<file path="src/rtl/sereep_pkg.sv">
// Shared codes and types for the serial EEPROM slave.
package sereep_pkg;
    typedef enum logic [1:0] {ST_IDLE, ST_SHIFT, ST_READ, ST_DONE} dec_state_t;
    typedef enum logic [1:0] {PG_WORD, PG_ERASE, PG_FILL, PG_CLEAR} prog_kind_t;

    localparam logic [1:0] OPC_READ  = 2'b10;
    localparam logic [1:0] OPC_WRITE = 2'b01;
    localparam logic [1:0] OPC_ERASE = 2'b11;
    localparam logic [1:0] OPC_EXT   = 2'b00;

    localparam logic [1:0] EXT_EN    = 2'b11;
    localparam logic [1:0] EXT_DIS   = 2'b00;
    localparam logic [1:0] EXT_FILL  = 2'b01;
    localparam logic [1:0] EXT_CLEAR = 2'b10;
endpackage

</file>
<file path="src/rtl/sereep_sync.sv">
// Brings the three bus inputs into the clk domain through two flops each.
// It gives a serial-clock rise pulse and a select fall pulse. Assumes the bus
// runs several times slower than clk, so no edge is ever missed.
module sereep_sync (
    input  logic clk,
    input  logic rst_n,
    input  logic sel_i,
    input  logic sclk_i,
    input  logic sdin_i,
    output logic sel_s,
    output logic sdin_s,
    output logic sclk_rise,
    output logic sel_fall
);
    logic [2:0] sel_p;
    logic [2:0] sclk_p;
    logic [1:0] sdin_p;

    // Synchroniser chains plus one extra stage for edge detection.
    always_ff @(posedge clk) begin
        if (!rst_n) begin
            sel_p  <= '0;
            sclk_p <= '0;
            sdin_p <= '0;
        end else begin
            sel_p  <= {sel_p[1:0], sel_i};
            sclk_p <= {sclk_p[1:0], sclk_i};
            sdin_p <= {sdin_p[0], sdin_i};
        end
    end

    assign sel_s     = sel_p[1];
    assign sdin_s    = sdin_p[1];
    assign sclk_rise = sclk_p[1] & ~sclk_p[2];
    assign sel_fall  = ~sel_p[1] & sel_p[2];
endmodule

</file>
<file path="src/rtl/sereep_array.sv">
// Behavioural byte array with a self-timed programming engine.
// A start pulse erases the target at once (erase before write). After
// PROG_CYCLES clocks the final contents are committed and busy drops.
// The read port is combinational. Assumes start is never given while busy.
module sereep_array import sereep_pkg::*; #(
    parameter int BYTES       = 32,
    parameter int PROG_CYCLES = 400,
    localparam int AW8        = $clog2(BYTES),
    localparam int CW         = $clog2(PROG_CYCLES + 1)
) (
    input  logic           clk,
    input  logic           rst_n,
    input  logic           start,
    input  prog_kind_t     kind,
    input  logic [AW8-1:0] addr,
    input  logic [15:0]    data,
    input  logic           wide,
    input  logic [AW8-1:0] rd_addr,
    output logic [15:0]    rd_word,
    output logic           busy
);
    logic [7:0]     mem [BYTES];
    logic [CW-1:0]  cnt_q;
    prog_kind_t     kind_q;
    logic [AW8-1:0] lo_q, hi_q;
    logic [15:0]    data_q;
    logic           wide_q;
    logic [AW8-1:0] lo_idx, hi_idx;

    // Byte indices of the target location for both widths.
    always_comb begin
        lo_idx = wide ? {addr[AW8-2:0], 1'b0} : addr;
        hi_idx = wide ? {addr[AW8-2:0], 1'b1} : addr;
    end

    // Programming sequencer and array storage.
    always_ff @(posedge clk) begin
        if (!rst_n) begin
            for (int i = 0; i < BYTES; i++) mem[i] <= 8'hFF;
            busy   <= 1'b0;
            cnt_q  <= '0;
            kind_q <= PG_WORD;
            lo_q   <= '0;
            hi_q   <= '0;
            data_q <= '0;
            wide_q <= 1'b0;
        end else if (start && !busy) begin
            busy   <= 1'b1;
            cnt_q  <= CW'(PROG_CYCLES - 1);
            kind_q <= kind;
            lo_q   <= lo_idx;
            hi_q   <= hi_idx;
            data_q <= data;
            wide_q <= wide;
            if (kind == PG_WORD || kind == PG_ERASE) begin
                mem[lo_idx] <= 8'hFF;
                mem[hi_idx] <= 8'hFF;
            end
        end else if (busy) begin
            if (cnt_q == '0) begin
                busy <= 1'b0;
                case (kind_q)
                    PG_WORD: begin
                        mem[lo_q] <= data_q[7:0];
                        if (wide_q) mem[hi_q] <= data_q[15:8];
                    end
                    PG_FILL:
                        for (int i = 0; i < BYTES; i++)
                            mem[i] <= (wide_q && (i % 2 == 1)) ? data_q[15:8] : data_q[7:0];
                    PG_CLEAR:
                        for (int i = 0; i < BYTES; i++) mem[i] <= 8'hFF;
                    default: ;
                endcase
            end else begin
                cnt_q <= cnt_q - 1'b1;
            end
        end
    end

    // Read port, left-aligned: a byte sits in bits 15:8.
    always_comb begin
        if (wide) rd_word = {mem[{rd_addr[AW8-2:0], 1'b1}], mem[{rd_addr[AW8-2:0], 1'b0}]};
        else      rd_word = {mem[rd_addr], 8'h00};
    end
endmodule

</file>
<file path="src/rtl/sereep_slave.sv">
// Serial EEPROM slave top. It frames commands after a start bit, decodes
// them, streams read data, keeps the programming enable latch and shows
// busy/ready. Assumes wide_i and wprot_n_i are quasi-static and that
// WORDS16 is a power of two, at least 4.
module sereep_slave import sereep_pkg::*; #(
    parameter int WORDS16     = 16,
    parameter int PROG_CYCLES = 400
) (
    input  logic clk,
    input  logic rst_n,
    input  logic sel_i,
    input  logic sclk_i,
    input  logic sdin_i,
    input  logic wprot_n_i,
    input  logic wide_i,
    output logic sdout_o,
    output logic sdout_oe_o
);
    localparam int BYTES = 2 * WORDS16;
    localparam int AW8   = $clog2(BYTES);
    localparam int AW16  = AW8 - 1;
    localparam int CNTW  = $clog2(2 + AW8 + 16 + 1);
    localparam logic [AW8-1:0] MASK16 = {1'b0, {AW16{1'b1}}};
    localparam logic [AW8-1:0] MASK8  = '1;

    logic sel_s, sdin_s, sk_rise, sel_fall, sk_evt;
    logic busy, prog_start, in_read;
    logic [15:0] rd_word;

    dec_state_t     state_q;
    logic [CNTW-1:0] bit_cnt_q;
    logic [1:0]     op_q;
    logic [AW8-1:0] addr_q;
    logic [15:0]    data_q;
    logic           pend_q, wen_q, stat_q, do_q;
    prog_kind_t     pend_kind_q;
    logic [15:0]    rd_sh_q;
    logic [4:0]     rd_left_q;

    logic [AW8-1:0] mask, addr_shift, addr_inc, rd_port_addr;
    logic [1:0]     top2;
    logic [CNTW-1:0] addr_end, data_end;
    logic [4:0]     dw_n;

    sereep_sync u_sync (
        .clk(clk), .rst_n(rst_n), .sel_i(sel_i), .sclk_i(sclk_i), .sdin_i(sdin_i),
        .sel_s(sel_s), .sdin_s(sdin_s), .sclk_rise(sk_rise), .sel_fall(sel_fall)
    );

    // Frame geometry and address arithmetic for the selected width.
    always_comb begin
        mask       = wide_i ? MASK16 : MASK8;
        addr_shift = {addr_q[AW8-2:0], sdin_s} & mask;
        addr_inc   = (addr_q + AW8'(1)) & mask;
        top2       = wide_i ? addr_shift[AW16-1 -: 2] : addr_shift[AW8-1 -: 2];
        addr_end   = wide_i ? CNTW'(2 + AW16) : CNTW'(2 + AW8);
        dw_n       = wide_i ? 5'd16 : 5'd8;
        data_end   = addr_end + CNTW'(dw_n);
        rd_port_addr = (state_q == ST_READ) ? addr_inc : addr_shift;
    end

    assign sk_evt     = sk_rise & sel_s;
    assign in_read    = (state_q == ST_READ);
    assign prog_start = sel_fall && (state_q == ST_DONE) && pend_q && wen_q && wprot_n_i && !busy;

    // Command framing, decode, read streaming and status arming.
    always_ff @(posedge clk) begin
        if (!rst_n) begin
            state_q     <= ST_IDLE;
            bit_cnt_q   <= '0;
            op_q        <= '0;
            addr_q      <= '0;
            data_q      <= '0;
            pend_q      <= 1'b0;
            pend_kind_q <= PG_WORD;
            wen_q       <= 1'b0;
            stat_q      <= 1'b0;
            do_q        <= 1'b0;
            rd_sh_q     <= '0;
            rd_left_q   <= '0;
        end else if (sel_fall) begin
            state_q <= ST_IDLE;
            pend_q  <= 1'b0;
            if (prog_start) stat_q <= 1'b1;
        end else if (sk_evt) begin
            case (state_q)
                ST_IDLE: if (sdin_s) begin
                    stat_q <= 1'b0;
                    if (!busy) begin
                        state_q   <= ST_SHIFT;
                        bit_cnt_q <= '0;
                        op_q      <= '0;
                        addr_q    <= '0;
                        data_q    <= '0;
                        pend_q    <= 1'b0;
                    end
                end
                ST_SHIFT: begin
                    bit_cnt_q <= bit_cnt_q + 1'b1;
                    if (bit_cnt_q < CNTW'(2))   op_q   <= {op_q[0], sdin_s};
                    else if (bit_cnt_q < addr_end) addr_q <= addr_shift;
                    else                           data_q <= {data_q[14:0], sdin_s};
                    if (bit_cnt_q + 1'b1 == addr_end) begin
                        case (op_q)
                            OPC_READ: begin
                                state_q   <= ST_READ;
                                do_q      <= 1'b0;
                                rd_sh_q   <= rd_word;
                                rd_left_q <= dw_n;
                            end
                            OPC_WRITE: ;
                            OPC_ERASE: begin
                                state_q     <= ST_DONE;
                                pend_q      <= 1'b1;
                                pend_kind_q <= PG_ERASE;
                            end
                            default: case (top2)
                                EXT_EN:   begin wen_q <= 1'b1; state_q <= ST_DONE; end
                                EXT_DIS:  begin wen_q <= 1'b0; state_q <= ST_DONE; end
                                EXT_FILL: ;
                                default:  begin
                                    state_q     <= ST_DONE;
                                    pend_q      <= 1'b1;
                                    pend_kind_q <= PG_CLEAR;
                                end
                            endcase
                        endcase
                    end else if (bit_cnt_q + 1'b1 == data_end) begin
                        state_q     <= ST_DONE;
                        pend_q      <= 1'b1;
                        pend_kind_q <= (op_q == OPC_WRITE) ? PG_WORD : PG_FILL;
                    end
                end
                ST_READ: begin
                    if (rd_left_q != '0) begin
                        do_q      <= rd_sh_q[15];
                        rd_sh_q   <= {rd_sh_q[14:0], 1'b0};
                        rd_left_q <= rd_left_q - 1'b1;
                    end else begin
                        addr_q    <= addr_inc;
                        do_q      <= rd_word[15];
                        rd_sh_q   <= {rd_word[14:0], 1'b0};
                        rd_left_q <= dw_n - 1'b1;
                    end
                end
                default: ;
            endcase
        end
    end

    sereep_array #(.BYTES(BYTES), .PROG_CYCLES(PROG_CYCLES)) u_array (
        .clk(clk), .rst_n(rst_n), .start(prog_start), .kind(pend_kind_q),
        .addr(addr_q), .data(data_q), .wide(wide_i), .rd_addr(rd_port_addr),
        .rd_word(rd_word), .busy(busy)
    );

    // Output mux: read stream first, then armed status, else quiet.
    always_comb begin
        if (in_read) begin
            sdout_oe_o = 1'b1;
            sdout_o    = do_q;
        end else if (stat_q && sel_s) begin
            sdout_oe_o = 1'b1;
            sdout_o    = ~busy;
        end else begin
            sdout_oe_o = 1'b0;
            sdout_o    = 1'b0;
        end
    end
endmodule

</file>
<file path="config.mk">
export PLATFORM = sky130hd
export DESIGN_NAME = sereep_slave
export DESIGN_NICKNAME = d
export VERILOG_FILES = /design/src/rtl/sereep_pkg.sv /design/src/rtl/sereep_sync.sv /design/src/rtl/sereep_array.sv /design/src/rtl/sereep_slave.sv
export SDC_FILE = /design/constraint.sdc
export NUM_CORES = 1
export LEC_CHECK = 0
export ABC_CLOCK_PERIOD_IN_PS = 4600
export BUFFER_PORTS_ARGS = -buffer_cell sky130_fd_sc_hd__buf_2
export CAP_MARGIN = 20
export CORE_ASPECT_RATIO = 0.8
export CORE_MARGIN = 3
export CORE_UTILIZATION = 40
export CTS_CLUSTER_DIAMETER = 120
export DETAILED_ROUTE_END_ITERATION = 16
export GPL_TIMING_DRIVEN = 0
export PLACE_DENSITY = 0.61
export SLEW_MARGIN = 20
export SYNTH_ARGS = -nofsm -noshare
export SYNTH_HDL_FRONTEND = slang
export SYNTH_SLANG_ARGS = --single-unit
</file>
<file path="constraint.sdc">
create_clock -name clk -period 4.6 [get_ports clk]
set_input_delay 0.23 -clock clk [delete_from_list [all_inputs] [get_ports clk]]
set_output_delay 0.23 -clock clk [all_outputs]
set_load 0.02 [all_outputs]
</file>
# Yosys cells after proc, flatten, opt, wreduce, memory -nomap -nowiden
# Memory sizes are Yosys's and may differ from the RTL's.
# Index checks and enable logic that the tools add are counted.
# W data, S select, Z words.
[totals] register_bits=104 ram_bits=256 elab_cells=362 memories=1
[op_classes] n_addsub=6 order_cmp=2 n_eq_ne=31 mux=178 bitwise=76 n_reduce_logical=45
[memory_table] memory="u_array.mem" words=32 width=8 read_ports=3 rd_ports_with_merged_regs=0 wr=32 line="sereep_array.sv:22" text="logic [7:0] mem [BYTES];"
[op_table] op="$mux W8" count=69
[op_table] op="$mux W16" count=8
[op_table] op="$mux W5" count=17
[op_table] op="$or A1 B1 Y1" count=64
[op_table] op="$pmux W16 S2" count=2
[op_table] op="$mux W1" count=55
[op_table] op="$reduce_or A8 Y1" count=4
[op_table] op="$mux W9" count=3
[op_table] op="$mux W2" count=13
[op_table] op="$reduce_and A7 Y1" count=3
[op_table] op="$pmux W5 S2" count=2
[op_table] op="$reduce_and A6 Y1" count=3
[op_table] op="$ne A2 B2 Y1 const B" count=8
[op_table] op="$reduce_bool A2 Y1" count=8
[op_table] op="$pmux W5 S3" count=1
[op_table] op="$eq A2 B2 Y1 const B" count=7
[op_table] op="$pmux W2 S2" count=3
[op_table] op="$add A5 B1 Y5 const B" count=2
[op_table] op="$and A5 B5 Y5" count=2
[op_table] op="$reduce_and A5 Y1" count=2
[op_table] op="$sub A5 B1 Y5 const B" count=2
[op_table] op="$logic_not A9 Y1" count=1
[op_table] op="$ne A3 B3 Y1 const B" count=3
[op_table] op="$sub A9 B1 Y9 const B" count=1
[op_table] op="other kinds (25)" count=55

# Longest topological paths before layout
# Gate-level depths: netlist of run 1.
[depth] ltp_word=15 mapped_depth=14 ltp_nobuf=11

# By module
# A second synthesis of run 1 with hierarchy kept.
[hier_totals] hier_cells=2203 hier_area_um2=22736.8
[by_module_without_submodules] mod="sereep_array" n_inst=1 cells_each=1736 area_each_um2=18959.4
[by_module_without_submodules] mod="sereep_slave" n_inst=1 cells_each=449 area_each_um2=3554.7
[by_module_without_submodules] mod="sereep_sync" n_inst=1 cells_each=18 area_each_um2=222.7

# Worst setup path before layout of run 1
# OpenSTA, ideal clock, no wires.
[synth_path] kind="register to register" from="register u_array.cnt_q[0]" to="memory u_array.mem[4][0] (enable)" arrival_time_ns=2.911 required_time_ns=4.262 setup_slack_ns=1.351 path_stages_with_launch=13 path_buffers=3 period_less_slack_ns=3.249 cell_sequence="dfxtp_1 > inv_1 > ha_1 > or3b_2 > nor4_4 > nand4_2 > buf_2 > o21a_1 > or2_1 > buf_4 > nor2_2 > buf_4 > nand3b_1"
[synth_lines] item="start: declaration" line="sereep_array.sv:23" text="logic [CW-1:0] cnt_q;"
[synth_lines] item="start signal: assignment" line="sereep_array.sv:49" text="cnt_q <= CW'(PROG_CYCLES - 1);"
[synth_lines] item="start signal: assignment" line="sereep_array.sv:75" text="cnt_q <= cnt_q - 1'b1;"
[synth_lines] item="end: declaration" line="sereep_array.sv:22"

==> results of run 1 <==
[registers in the layout (all words and copies together) (netlist names)]
register,flops
addr_q,5
bit_cnt_q,5
data_q,16
do_q,1
op_q,2
pend_kind_q,2
pend_q,1
rd_left_q,5
rd_sh_q,16
stat_q,1
state_q,2
u_array.busy,1
u_array.cnt_q,9
u_array.data_q,16
u_array.hi_q,5
u_array.kind_q,2
u_array.lo_q,1
u_array.mem,256
u_array.wide_q,1
u_sync.sclk_p,3
u_sync.sdin_p,2
u_sync.sel_p,3
wen_q,1
[kinds of logic after synthesis]
| kind of cell | count (synthesis) |
|---|---|
| compound gates | 796 |
| xor+xnor | 13 |
| fa+ha+maj | 18 |
| buf+inv | 268 |
| flops | 356 |
| mux | 407 |
| simple gates | 835 |
[per-layer routing]
| layer | up-vias | routed length [um] | part of all wire [%] | global-route usage [%] |
|---|---|---|---|---|
| met3 | 392 | 22200 | 16 | 17.6 |
| li1 | 10293 | - | - | - |
| met1 | 12168 | 53800 | 40 | 57.3 |
| met5 | - | 38 | 0.028 | 0 |
| met4 | 6 | 7440 | 5.5 | 17.6 |
| met2 | 2152 | 51900 | 38 | 56.3 |
[worst min-delay path by stage]
| stage | from | to | slack (ns) | depth (start not counted) |
|---|---|---|---|---|
| 5_1_grt | wide_i | u_array.hi_q[1] | 0.36 | 3 |
| 3_3_place_gp | u_sync.sclk_p[0] | u_sync.sclk_p[1] | 0.42 | 1 |
| 3_5_place_dp | u_sync.sclk_p[0] | u_sync.sclk_p[1] | 0.42 | 1 |
| 4_1_cts | wide_i | u_array.hi_q[1] | 0.28 | 3 |
| 6_report | wide_i | u_array.hi_q[1] | 0.31 | 3 |
| 2_1_floorplan | sclk_i | u_sync.sclk_p[0] | 0.36 | 1 |
[power by group through the flow]
| stage | Combinational, uW | Clock, uW | Sequential (uW) |
|---|---|---|---|
| floorplan | 321 | 0 | 3630 |
| global placement | 508 | 0 | 3710 |
| detailed placement | 514 | 0 | 3710 |
| CTS | 522 | 3390 | 3640 |
| global route | 574 | 3530 | 3650 |
| finish | 556 | 3400 | 3650 |
[worst min-delay path, cell delays in order]
cell and delay [ns]:
buf_2 0.12, mux2i_1 0.21, a211oi_1 0.29
[metrics by stage]
step	setup TNS [ns]	total power (uW)
after floorplan	0	3950
after global placement	-6.13	4220
after detailed placement	-4.37	4220
after CTS	0	7550
after global routing	0	7750
final	-1.56	7610
[layout by cell type, fill, tap and decap left out, types with 20 or more instances in the layout]
master       n
a311oi_1    24
a211oi_1    37
mux2i_1    351
mux4_2      39
clkbuf_1   154
a21oi_1    183
o22ai_1     88
and3_1      32
and2_1      21
edfxtp_1   256
o211ai_1    85
a31oi_1     20
nand3_1     92
nor2_1     131
dfxtp_1    100
o21ai_0    247
inv_1       23
nor3_1      41
nand2_1    400
buf_1       22
buf_2       62
clkbuf_16   41
[what timing repair did]
action	in CTS	in global routing
endpoints found under the setup margin	37	79
hold endpoints to repair	3	0
buffers inserted	2	3
resized for setup	16	30
hold buffers	3	0
pin swaps	0	3
[final cells by class]
cell class / count / area, um^2 / share of cell area, %
multi-input cells: 2069 / 13700 / 50.7
flip-flops and latches: 356 / 9690 / 35.8
clock buffers: 51 / 1080 / 4.00
plain buffers: 244 / 1040 / 3.84
well taps: 779 / 975 / 3.60
clock inverters: 21 / 248 / 0.915
repair buffers: 28 / 209 / 0.772
inverters: 24 / 90.1 / 0.333
diodes: 3 / 7.51 / 0.0277
==> flow_metrics.tcl, run 1 <==
set metrics [dict create \
    hpwl_um 104000 \
    synth_nets 2718 \
    numCtsBuffers 40 \
    post-route-period-util_pct 102 \
    clkLatencyLatePin_ns 0.60 \
    power.leakage_uw 0.00874 \
    cap_violations 0 \
    gp_congestion 1.07 \
    combPwrFrac_pct 7.3 \
    globalRouteOverflowTotal 0 \
    hold_class "input port to flop" \
    io_pins 9 \
    first_pass_iters 6 \
    r2r_end "u_array.mem[20][1]" \
    synth-xor-area-share_pct 0.467 \
    drt_wl_total_um 135000 \
    startpoint "addr_q[0]" \
    critPathSlowestCell "nor2b_1" \
    rows 80 \
    clk_pin_slew_ns 0.06 \
    start_kind "flop" \
    netSwitchingFraction_pct 26.2 \
    drc 0 \
    tritoncts "yes" \
    post-route-util_pct 45.1 \
    drt_iter0_drc 4745 \
    grt_first_pass_wirelength_um 182000 \
    hold_viol 0 \
    seq_power_share_pct 48.0 \
    arrival_ns 4.85 \
    rsz0062_at_grt "no" \
    synth_area_leaders "edfxtp_1, mux2i_1, dfxtp_1, nand2_1, o21ai_0" \
    area_growth_pct 10.9 \
    crit_family "simple AND/OR/NAND/NOR gates" \
    powerDensity_nw_per_um2 281 \
    yosysTopAreaCellShare_pct 31.5 \
    syn_area_per_cell_um2 9.06 \
    critical_path_class "flop to flop" \
    intPower_uw 5620 \
    fmax_mhz 212 \
    synth_top_area_cell "edfxtp_1" \
    fin_crit_ns 4.71 \
    synthMuxAreaShare_pct 18.8 \
    yosys-top-cells-count "nand2_1, mux2i_1, edfxtp_1" \
    syn_area_um2 24400 \
    synthAdderAreaFrac_pct 0.923 \
    die_x_um 282 \
    critPathMostFrequentCell "clkbuf_1" \
    design_area_um2 27100 \
    critPathCapture "u_array.mem[20][1]" \
    antenna_found_initial 9 \
    seq_area_frac_synth_pct 39.7 \
    p_sw_uw 1990 \
    cp_num_buf_inv 3 \
    die_area_um2 64000 \
    syn_inst 2693 \
    worst_slack_ns -0.113 \
    finalSetupViolCount 38 \
    num-fill-cells 5832 \
    cts.sinks 356 \
    violations "negative setup slack" \
    synth.most_common_cell "nand2_1" \
    max-vdd-ir-drop_mv 0.281 \
    place_area_um2 25500 \
    drive_gt1_share_pct 9.99 \
    crit_chain "buf_2, clkbuf_1, nor2b_1, o32ai_4, nand3b_1, clkbuf_1, nand3_1" \
    relSlewSlack_pct 18.2 \
    path_depth 7 \
    cts_root_buf "clkbuf_16" \
    max_stage_delay_ns 0.72 \
    first_global_vias 22422 \
    portBuffers 8 \
    fin_nets 2788 \
    r2r_start "addr_q[0]" \
    start_util_pct 40.7 \
    synth-edff-count 256 \
    synth_top_family_by_area "compound AO/OA/AOI/OAI gates" \
    pwr-share-clk_pct 44.7 \
    slew_viol_final 0 \
    cp-end-kind "flop" \
    postRouteAntennaNets 0 \
    synth-compound-area-share_pct 20.0 \
    whs_ns 0.314 \
    num_vias 25011 \
    synth-seq-cells 356 \
    tightest_slew_ns 1.22 \
    clock_tree.buffer_depth 3 \
    wl_per_cell_um 37.9 \
    crit_fanout 10 \
    synth_ff_type "edfxtp_1" \
    required_ns 4.74 \
    fp.dieH_um 227 \
    viasPerCell 7.00 \
    ff2ff_setup_slack_ns -0.11 \
    yosys.area_share.simple_pct 15.7 \
    instances_no_fill 3575 \
    rr_worst_depth 7 \
    htree_num_levels 2 \
    synth.distinct_cells 83 \
    synthArstFlopShare_pct 0 \
    dp_cells 3486 \
    skew_ns 0.0172 \
    dp_slack_ns -0.266 \
    fp.coreArea_um2 60000 \
    status "finished with violations" \
    grt_max_degree 15 \
    grt_use_total_pct 41.4 \
    synth_warnings 0 \
]
(Power assumes the default switching activity.)
==> inputs of run 2 (changes only) <==
CAP_MARGIN = unset   (was 20)
CORE_ASPECT_RATIO = 0.9   (was 0.8)
==> flow_metrics.tcl, run 2 (same netlist as run 1, synthesis figures left out) <==
set metrics [dict create \
    status "finished with violations" \
    violations "negative setup slack" \
    max-vdd-ir-drop_mv 0.245 \
    netSwitchingFraction_pct 26.8 \
    clkLatencyLatePin_ns 0.59 \
    fp.dieH_um 240 \
    whs_ns 0.339 \
    hpwl_um 107000 \
    crit_chain "inv_1, ha_1, nand2b_1, nand2_2, buf_4, buf_2, buf_2, nand2_1, a311oi_1, a31oi_1, o21a_1, o21ai_0, a221oi_1, nor2_1" \
    critical_path_class "flop to flop" \
    critPathCapture "rd_sh_q[1]" \
    rows 85 \
    drc 0 \
    io_pins 9 \
    max_stage_delay_ns 0.66 \
    gp_congestion 1.07 \
    required_ns 5.12 \
    critPathMostFrequentCell "buf_2" \
    portBuffers 8 \
    worst_slack_ns -0.0746 \
    seq_power_share_pct 48.8 \
    powerDensity_nw_per_um2 277 \
    grt_first_pass_wirelength_um 186000 \
    drt_wl_total_um 139000 \
    rr_worst_depth 14 \
    mostFrequentLayoutCell "nand2_1" \
    instances_no_fill 3582 \
    drive_gt1_share_pct 10.5 \
    hold_class "input port to flop" \
    post-route-period-util_pct 102 \
    grt_max_degree 15 \
    dp_slack_ns -0.699 \
    mostFrequentLayoutCells "nand2_1, mux2i_1, edfxtp_1" \
    start_util_pct 40.6 \
    relSlewSlack_pct 11.5 \
    power.total_uw 7500 \
    critPathSlowestCell "a311oi_1" \
    skew_ns 0.0473 \
    viasPerCell 7.02 \
    crit_family "compound AO/OA/AOI/OAI gates" \
    die_x_um 266 \
    hold_viol 0 \
    cp-end-kind "flop" \
    intPower_uw 5490 \
    fin_nets 2786 \
    cap_violations 0 \
    rsz0062_at_grt "yes" \
    cts.sinks 356 \
    first_global_vias 22331 \
    r2r_start "state_q[0]" \
    fin_crit_ns 4.67 \
    combPwrFrac_pct 7.3 \
    globalRouteOverflowTotal 0 \
    finalSetupViolCount 6 \
    drt_iter0_drc 4361 \
    cts_root_buf "clkbuf_16" \
    start_kind "flop" \
    clock_tree.buffer_depth 3 \
    cp_num_buf_inv 4 \
    fmax_mhz 214 \
    htree_num_levels 2 \
    area_growth_pct 10.9 \
    top_register "u_array.mem" \
    antenna_found_initial 8 \
    num_vias 25159 \
    fp.coreArea_um2 60100 \
    tightest_slew_ns 1.32 \
    die_area_um2 64000 \
    clk_pin_slew_ns 0.06 \
    arrival_ns 5.20 \
    postRouteAntennaNets 0 \
    power.leakage_uw 0.00877 \
    tritoncts "yes" \
    startpoint "state_q[0]" \
    wl_per_cell_um 38.7 \
    largest_reg_flops 256 \
    crit_fanout 10 \
    r2r_end "rd_sh_q[1]" \
    grt_use_total_pct 42.3 \
    p_sw_uw 2010 \
    pwr-share-clk_pct 43.9 \
    path_depth 14 \
    numCtsBuffers 41 \
    first_pass_iters 7 \
    ff2ff_setup_slack_ns -0.07 \
    slew_viol_final 0 \
    dp_cells 3490 \
]
==> run 2: changes by cell type in the layout (fill, tap and decap cells not counted), sizes merged <==
cell | before | now
clkinv | 12 | 17
bufinv | 4 | 1
diode | 3 | 5
buf | 100 | 99
clkbuf | 218 | 217
clkinvlp | 4 | 5
==> run 2: how the worst min path moves through the flow <==
stage	cells after the start	end	from	slack [ns]
after floorplan	1	u_sync.sclk_p[0]	sclk_i	0.36
after global placement	1	u_sync.sel_p[1]	u_sync.sel_p[0]	0.42
after detailed placement	1	u_sync.sdin_p[1]	u_sync.sdin_p[0]	0.43
after CTS	3	u_array.hi_q[1]	wide_i	0.29
after global routing	3	u_array.hi_q[1]	wide_i	0.36
final	3	rd_sh_q[11]	rst_n	0.34
==> run 2: routing by layer <==
metal	track usage [%]	vias up	part of all wire (%)	routed length (um)
met4	23.4	2	7.0	9680
met2	58.8	2051	39	54700
met5	0	-	0.013	18
li1	-	10298	-	-
met3	13.3	426	13	18600
met1	58.1	12382	40	55600
==> run 2: area by class of cell <==
cell class | count | area, um^2
clock inverter | 24 | 208
tap | 783 | 980
buffer | 242 | 1040
multi-input combinational | 2069 | 13700
fill | 5764 | 33000
sequential | 356 | 9690
timing repair buffer | 27 | 198
clock buffer | 52 | 1110
antenna | 5 | 12.5
inverter | 24 | 90.1
==> run 2: power by group through the flow <==
stage / logic (uW) / registers, uW / clock network (uW)
after global routing: 569 / 3650 / 3410
final: 548 / 3660 / 3300
after detailed placement: 512 / 3710 / 0
after global placement: 505 / 3710 / 0
after CTS: 520 / 3650 / 3290
after floorplan: 321 / 3630 / 0
==> run 2: timing repair <==
item                       CTS  global route
hold endpoints to repair     3             0
pin swaps                    3             1
setup endpoints to repair   63           104
cloned                       0             0
hold buffers                 3             0
resized for setup           18            47
buffers inserted             6             1
==> run 2: tightest hold or removal path, stage by stage <==
cell	delay [ns]
buf_2	0.19
clkbuf_1	0.28
o21a_1	0.17
==> run 2: through the flow <==
| stage | cell area (um^2) | utilization, % | setup TNS, ns |
|---|---|---|---|
| 2_1_floorplan | 24400 | - | 0 |
| 3_3_place_gp | 25400 | 42.3 | -14.55 |
| 3_5_place_dp | 25500 | 42.4 | -10.12 |
| 4_1_cts | 26900 | 44.8 | 0 |
| 5_1_grt | 27100 | 45.0 | -0.216 |
| 6_report | 27100 | 45.0 | -0.216 |
